**config.mk**
```make
export PLATFORM = sky130hd
export DESIGN_NAME = asram_ctrl
export DESIGN_NICKNAME = d
export VERILOG_FILES = /design/src/rtl/asram_pkg.sv /design/src/rtl/asram_timer.sv /design/src/rtl/asram_seq.sv /design/src/rtl/asram_dpath.sv /design/src/rtl/asram_ctrl.sv
export SDC_FILE = /design/constraint.sdc
export NUM_CORES = 1
export LEC_CHECK = 0
export ABC_AREA = 1
export ABC_CLOCK_PERIOD_IN_PS = 1600
export CAP_MARGIN = 25
export CORE_UTILIZATION = 35
export DETAILED_ROUTE_END_ITERATION = 16
export DONT_BUFFER_PORTS = 1
export PLACE_DENSITY = 0.54
export SLEW_MARGIN = 20
export SYNTH_ARGS = -nofsm -noshare
export SYNTH_HDL_FRONTEND = slang
export SYNTH_HIERARCHICAL = 1
export SYNTH_SLANG_ARGS = --single-unit
export TNS_END_PERCENT = 10
```
**constraint.sdc**
```tcl
create_clock -name clk -period 1.6 [get_ports clk]
set_input_delay 0 -clock clk [delete_from_list [all_inputs] [get_ports clk]]
set_output_delay 0 -clock clk [all_outputs]
set_load 0.05 [all_outputs]
```
**src/rtl/asram_pkg.sv**
```systemverilog
package asram_pkg;

    typedef enum logic [2:0] {
        ST_IDLE,
        ST_RD,
        ST_RD_TA,
        ST_WR_SU,
        ST_WR_PULSE,
        ST_WR_HOLD
    } ctrl_state_e;

    typedef struct packed {
        logic ce_n;
        logic we_n;
        logic oe_n;
    } strobe_t;

    localparam strobe_t STRB_IDLE = '{ce_n: 1'b1, we_n: 1'b1, oe_n: 1'b1};

    function automatic int unsigned ns_to_cyc(input int unsigned ns, input int unsigned clk_ns);
        return (ns + clk_ns - 1) / clk_ns;
    endfunction

    function automatic int unsigned umax(input int unsigned a, input int unsigned b);
        return (a > b) ? a : b;
    endfunction

    function automatic int unsigned at_least_one(input int unsigned a);
        return (a == 0) ? 1 : a;
    endfunction

endpackage

```
**src/rtl/asram_timer.sv**
```systemverilog
module asram_timer #(
    parameter int unsigned TW = 3
) (
    input  logic          clk,
    input  logic          rst,
    input  logic          load,
    input  logic [TW-1:0] load_val,
    output logic          expired
);
    logic [TW-1:0] cnt_q;

    always_ff @(posedge clk) begin
        if (rst)
            cnt_q <= '0;
        else if (load)
            cnt_q <= load_val;
        else if (cnt_q != '0)
            cnt_q <= cnt_q - 1'b1;
    end

    assign expired = (cnt_q == '0);
endmodule

```
**src/rtl/asram_seq.sv**
```systemverilog
module asram_seq
    import asram_pkg::*;
#(
    parameter int unsigned RD_CYC = 7,
    parameter int unsigned WP_CYC = 5,
    parameter int unsigned TA_CYC = 3,
    parameter int unsigned TW     = 3
) (
    input  logic          clk,
    input  logic          rst,
    input  logic          req,
    input  logic          wr,
    input  logic          tmr_expired,
    output logic          tmr_load,
    output logic [TW-1:0] tmr_val,
    output logic          accept,
    output logic          capture,
    output logic          busy,
    output logic          done,
    output logic          drive,
    output strobe_t       strb
);
    ctrl_state_e state_q;

    always_comb begin
        accept   = (state_q == ST_IDLE) && req;
        capture  = (state_q == ST_RD) && tmr_expired;
        busy     = (state_q != ST_IDLE);
        tmr_load = 1'b0;
        tmr_val  = '0;
        case (state_q)
            ST_IDLE: if (req && !wr) begin
                tmr_load = 1'b1;
                tmr_val  = TW'(RD_CYC - 1);
            end
            ST_RD: if (tmr_expired) begin
                tmr_load = 1'b1;
                tmr_val  = TW'(TA_CYC - 1);
            end
            ST_WR_SU: begin
                tmr_load = 1'b1;
                tmr_val  = TW'(WP_CYC - 1);
            end
            default: ;
        endcase
    end

    always_ff @(posedge clk) begin
        if (rst) begin
            state_q <= ST_IDLE;
            strb    <= STRB_IDLE;
            done    <= 1'b0;
            drive   <= 1'b0;
        end else begin
            done <= 1'b0;
            case (state_q)
                ST_IDLE: if (req) begin
                    strb.ce_n <= 1'b0;
                    if (wr) begin
                        drive   <= 1'b1;
                        state_q <= ST_WR_SU;
                    end else begin
                        strb.oe_n <= 1'b0;
                        state_q   <= ST_RD;
                    end
                end
                ST_RD: if (tmr_expired) begin
                    strb    <= STRB_IDLE;
                    done    <= 1'b1;
                    state_q <= ST_RD_TA;
                end
                ST_RD_TA: if (tmr_expired) state_q <= ST_IDLE;
                ST_WR_SU: begin
                    strb.we_n <= 1'b0;
                    state_q   <= ST_WR_PULSE;
                end
                ST_WR_PULSE: if (tmr_expired) begin
                    strb.we_n <= 1'b1;
                    done      <= 1'b1;
                    state_q   <= ST_WR_HOLD;
                end
                ST_WR_HOLD: begin
                    strb.ce_n <= 1'b1;
                    drive     <= 1'b0;
                    state_q   <= ST_IDLE;
                end
                default: state_q <= ST_IDLE;
            endcase
        end
    end

    // Width of the write pulse, counted for checking only
    logic [TW:0] we_low_q;
    always_ff @(posedge clk) begin
        if (rst || strb.we_n) we_low_q <= '0;
        else                  we_low_q <= we_low_q + 1'b1;
    end

    AST_WE_WIDTH: assert property (@(posedge clk) disable iff (rst)
        $rose(strb.we_n) |-> (we_low_q == (TW+1)'(WP_CYC)));
    AST_WE_NEEDS_CE: assert property (@(posedge clk) disable iff (rst)
        !strb.we_n |-> !strb.ce_n);
    AST_WE_AFTER_SETUP: assert property (@(posedge clk) disable iff (rst)
        $fell(strb.we_n) |-> ($past(!strb.ce_n) && drive));
    AST_OE_HIGH_IN_WRITE: assert property (@(posedge clk) disable iff (rst)
        !strb.we_n |-> strb.oe_n);
    AST_NO_DRIVE_ON_READ: assert property (@(posedge clk) disable iff (rst)
        drive |-> strb.oe_n);
    AST_DONE_PULSE: assert property (@(posedge clk) disable iff (rst)
        done |=> !done);
    AST_IDLE_DESELECT: assert property (@(posedge clk) disable iff (rst)
        !busy |-> (strb.ce_n && !drive));
endmodule

```
**src/rtl/asram_dpath.sv**
```systemverilog
module asram_dpath #(
    parameter int unsigned AW = 13,
    parameter int unsigned DW = 8
) (
    input  logic          clk,
    input  logic          rst,
    input  logic          accept,
    input  logic          capture,
    input  logic [AW-1:0] addr_in,
    input  logic [DW-1:0] wdata_in,
    input  logic [DW-1:0] mem_din,
    output logic [AW-1:0] mem_addr,
    output logic [DW-1:0] mem_dout,
    output logic [DW-1:0] rdata
);
    always_ff @(posedge clk) begin
        if (rst) begin
            mem_addr <= '0;
            mem_dout <= '0;
            rdata    <= '0;
        end else begin
            if (accept) begin
                mem_addr <= addr_in;
                mem_dout <= wdata_in;
            end
            if (capture)
                rdata <= mem_din;
        end
    end
endmodule

```
**src/rtl/asram_ctrl.sv**
```systemverilog
module asram_ctrl
    import asram_pkg::*;
#(
    parameter int unsigned CLK_NS    = 10,
    parameter int unsigned ACC_NS    = 70,
    parameter int unsigned OE_ACC_NS = 50,
    parameter int unsigned CYC_NS    = 70,
    parameter int unsigned WP_NS     = 50,
    parameter int unsigned DSU_NS    = 30,
    parameter int unsigned OHZ_NS    = 30,
    parameter int unsigned AW        = 13,
    parameter int unsigned DW        = 8
) (
    input  logic          clk,
    input  logic          rst,
    input  logic          req,
    input  logic          wr,
    input  logic [AW-1:0] addr,
    input  logic [DW-1:0] wdata,
    output logic [DW-1:0] rdata,
    output logic          busy,
    output logic          done,
    output logic          mem_ce_n,
    output logic          mem_we_n,
    output logic          mem_oe_n,
    output logic [AW-1:0] mem_addr,
    output logic [DW-1:0] mem_dq_out,
    input  logic [DW-1:0] mem_dq_in,
    output logic          mem_dq_oe
);
    localparam int unsigned CYC_C  = ns_to_cyc(CYC_NS, CLK_NS);
    localparam int unsigned RD_CYC = at_least_one(umax(umax(ns_to_cyc(ACC_NS, CLK_NS),
                                         ns_to_cyc(OE_ACC_NS, CLK_NS)), CYC_C));
    localparam int unsigned WP_CYC = at_least_one(umax(umax(ns_to_cyc(WP_NS, CLK_NS),
                                         ns_to_cyc(DSU_NS, CLK_NS)),
                                         (CYC_C > 2) ? CYC_C - 2 : 1));
    localparam int unsigned TA_CYC = at_least_one(ns_to_cyc(OHZ_NS, CLK_NS));
    localparam int unsigned MAXC   = umax(umax(RD_CYC, WP_CYC), TA_CYC);
    localparam int unsigned TW     = at_least_one($clog2(MAXC));

    logic          tmr_load, tmr_expired, accept, capture, drive;
    logic [TW-1:0] tmr_val;
    strobe_t       strb;

    asram_timer #(.TW(TW)) u_timer (
        .clk(clk), .rst(rst), .load(tmr_load), .load_val(tmr_val), .expired(tmr_expired)
    );

    asram_seq #(.RD_CYC(RD_CYC), .WP_CYC(WP_CYC), .TA_CYC(TA_CYC), .TW(TW)) u_seq (
        .clk(clk), .rst(rst), .req(req), .wr(wr), .tmr_expired(tmr_expired),
        .tmr_load(tmr_load), .tmr_val(tmr_val), .accept(accept), .capture(capture),
        .busy(busy), .done(done), .drive(drive), .strb(strb)
    );

    asram_dpath #(.AW(AW), .DW(DW)) u_dpath (
        .clk(clk), .rst(rst), .accept(accept), .capture(capture),
        .addr_in(addr), .wdata_in(wdata), .mem_din(mem_dq_in),
        .mem_addr(mem_addr), .mem_dout(mem_dq_out), .rdata(rdata)
    );

    assign mem_ce_n  = strb.ce_n;
    assign mem_we_n  = strb.we_n;
    assign mem_oe_n  = strb.oe_n;
    assign mem_dq_oe = drive;

    AST_ADDR_HOLD: assert property (@(posedge clk) disable iff (rst)
        (!mem_ce_n && $past(!mem_ce_n)) |-> $stable(mem_addr));
    AST_WE_ON_ADDR_MOVE: assert property (@(posedge clk) disable iff (rst)
        !$stable(mem_addr) |-> mem_we_n);
    AST_DATA_HOLD: assert property (@(posedge clk) disable iff (rst)
        !mem_we_n |-> ($stable(mem_dq_out) && mem_dq_oe));
endmodule

```
==> run_results.csv <==
group,metric,value,unit
routing,dr.pass1.iters,5,
clocking,path_clk_slew,0.07,ns
grt,grt.busiest_layer,"met2",
grt,antenna_found_initial,0,
cells_and_area,nNetsFinal,379,
placement,place_area,2140,µm²
timing,finalMaxSlewViolations,0,
timing,finalCritPeriodShare,0.924,
pwr,p_leak,1.32,nW
outcome,status,"finished, final reports clean",
grt,met1_usage,0.175,
pwr,p_sw,2.48,mW
timing,whs,0.0880,ns
synth,synth-seq-area-share,0.424,
timing,rsz0062_at_grt,"true",
pwr,power.internal,2.53,mW
clocking,cts_sinks,40,
timing,setup_violations,0,
clocking,numCtsBuffers,5,
timing,skew,0.00290,ns
setup_path,r2r_end,"u_timer/cnt_q[1]",
floorplan,num_rows,26,
synth,synth_area,1890,µm²
grt,grt_max_degree,43,
pwr,cellPowerDensity,1960,nW/µm²
placement,dp_hpwl,2730,µm
routing,num_vias,1744,
floorplan,die_w,75.5,µm
clocking,htree_levels,2,
grt,grt_pass1_vias,1518,
synth,syn_area_per_cell,6.75,µm²
pwr,swShare,0.495,
pwr,pwr-share-clk,0.122,
timing,final-hold-violation-count,0,
synth,synth-simple-area-share,0.366,
cells_and_area,most-common-layout-cells,"75 x nand2_1, 70 x nor2_1, 40 x inv_1",
synth,yosys.area.top_type,"dfxtp_1",
pwr,seqPwrFrac,0.294,
floorplan,io-pin-count,68,
synth,synth_top_family_by_area,"simple AND/OR/NAND/NOR gates",
grt,grt_use_total,0.149,
worst_hold_path,min-delay-path-class,"in2reg",
setup_path,rr_worst_depth,11,
routing,wirelength,4160,µm
clocking,cts_root_buffer,"clkbuf_8",
placement,io_buffer_count,0,
synth,muxShareOfSynthArea,0,
synth,synth_top_cell_area_share,0.424,
pwr,peakVddDrop,877,µV
synth,yosys.cell_types.count,23,
routing,via_per_inst,4.21,
synth,synth-seq-cells,40,
clocking,post_cts_buffers,0,
synth,synth_cells,280,
synth,yosys_warnings,6,
setup_path,critPathLaunchType,"flop",
setup_path,arrival,1.66,ns
routing,route.detailed.drc,0,
grt,use_met3,0.0489,
placement,globalplace.congestion,0.788,
timing,min_period,1.48,ns
grt,grtUsageMet2,0.255,
grt,grt_overflow,0,
cells_and_area,diodes,0,
synth,synth_fp_nets,315,
cells_and_area,drive_above_1_share,0.180,
worst_hold_path,worstHoldStart,"rst",
routing,ant_nets,0,
setup_path,worstPathRequired,1.78,ns
clocking,clock_latency,0.28,ns
setup_path,critPathCaptureType,"flop",
setup_path,r2r-start,"u_timer/cnt_q[0]",
setup_path,r2r_slack,0.12,ns
floorplan,die_area,5700,µm²
pwr,power_frac_comb,0.584,
setup_path,crit_fanout,6,
synth,synth-xor-area-share,0.00464,
cells_and_area,stdcell_area,2560,µm²
cells_and_area,area_growth,35.7,%
run,max-cap-violations,0,
synth,synthTopCellsByArea,"dfxtp_1 42%, nand2_1 15%, nor2_1 14%, inv_1 8.1%, buf_6 5.4%",
worst_hold_path,min_delay_path_depth,3,
worst_hold_path,whs_endpoint,"u_dpath/mem_addr[3]",
timing,max_freq,0.677,GHz
grt,grt_first_pass_wirelength,6470,µm
synth,synthAdderAreaFrac,0.0132,
floorplan,die_y,75.5,µm
timing,relSlewSlack,0.660,
floorplan,initial_utilization,0.368,
clocking,clk_path_buf_depth,2,
routing,drt_iter0_markers,68,
clocking,cts_tree,"done",
floorplan,coreArea,5140,µm²
synth,synth_compound_area_frac,0.0371,
timing,tightest_slew,0.510,ns
routing,wire_per_inst,10.1,µm
cells_and_area,layout_commonest_cell,"nand2_1",
setup_path,crit_type,"reg2reg",
## area by class of cell
type,count,area (µm²)
fill,531,2580
multi-input combinational,183,830
sequential,40,802
timing repair buffer,68,592
inverter,46,175
tap,70,87.6
clock buffer,6,72.6
clock inverter,1,5.00
## cell usage after synthesis, drive strengths merged
| library cell | instances |
|---|---|
| o21bai | 2 |
| a21oi | 5 |
| nand4 | 2 |
| ha | 2 |
| o21ai | 3 |
| inv | 46 |
| dfxtp | 40 |
| nand2 | 77 |
| buf | 11 |
| conb | 1 |
| nor3 | 3 |
| xnor2 | 1 |
| nor2 | 74 |
| o21a | 1 |
| nand3 | 12 |
## how the worst max path moves through the flow
stage	start	end	slack, ns
after CTS	u_timer/cnt_q[0]	u_timer/cnt_q[1]	0.007
after detailed placement	u_timer/cnt_q[0]	u_timer/cnt_q[1]	-0.02
after global placement	u_timer/cnt_q[0]	u_timer/cnt_q[1]	0.08
after floorplan	u_seq/state_q[1]	u_timer/cnt_q[1]	0.10
after global routing	u_timer/cnt_q[0]	u_timer/cnt_q[1]	-0.01
final	u_timer/cnt_q[0]	u_timer/cnt_q[1]	0.12
## power by group through the flow
stage          clock network (mW)  registers, mW  logic (mW)
3_5_place_dp                    0           1.49        2.80
5_1_grt                     0.687           1.51        3.25
6_report                    0.613           1.47        2.93
2_1_floorplan                   0           2.41        1.32
4_1_cts                     0.657           1.47        2.88
3_3_place_gp                    0           1.48        2.77
## registers in the layout, indices dropped and copies added (netlist names)
register / flops
u_dpath/mem_addr: 13
u_dpath/mem_dout: 8
u_timer/cnt_q: 3
u_seq/done: 1
u_seq/strb: 3
u_seq/drive: 1
u_dpath/rdata: 8
u_seq/state_q: 3
## through the flow
stage / setup TNS (ns) / total power, mW / utilization / setup slack, ns / std cells
after floorplan: 0 / 3.73 / - / 0.102 / 280
after global placement: 0 / 4.25 / 0.416 / 0.0790 / 376
after detailed placement: -0.0240 / 4.28 / 0.416 / -0.0221 / 376
after CTS: 0 / 5.00 / 0.493 / 0.00665 / 414
after global routing: -0.0135 / 5.44 / 0.499 / -0.0135 / 414
final: 0 / 5.02 / 0.499 / 0.122 / 414
## metal layers
layer,part of all wire,vias up
li1,-,943
met1,0.45,757
met2,0.48,42
met3,0.064,2
met4,0.0053,0
met5,0,-
## worst max-delay path: stages (launching register included)
cell and delay (ns):
dfxtp_1 0.32, inv_1 0.08, ha_2 0.21, inv_1 0.07, nor2_4 0.13, nand3_4 0.12
nand3_4 0.13, inv_2 0.06, nand3_2 0.09, inv_1 0.04, nor2_1 0.08, nor2_1 0.05
## kinds of logic (layout without fill, tap and decap cells)
kind of cell / count (synthesis) / after routing
simple gates: 168 / 168
buf+inv: 57 / 121
flops: 40 / 40
compound gates: 11 / 11
fa+ha+maj: 2 / 2
other cells: 1 / 1
xor+xnor: 1 / 1
## repair_timing
item                                    CTS  global route
endpoints found under the setup margin    3            37
resized for setup                         2             8
hold buffers                             31             0
hold endpoints to repair                 40             0
(Power assumes the default switching activity.)
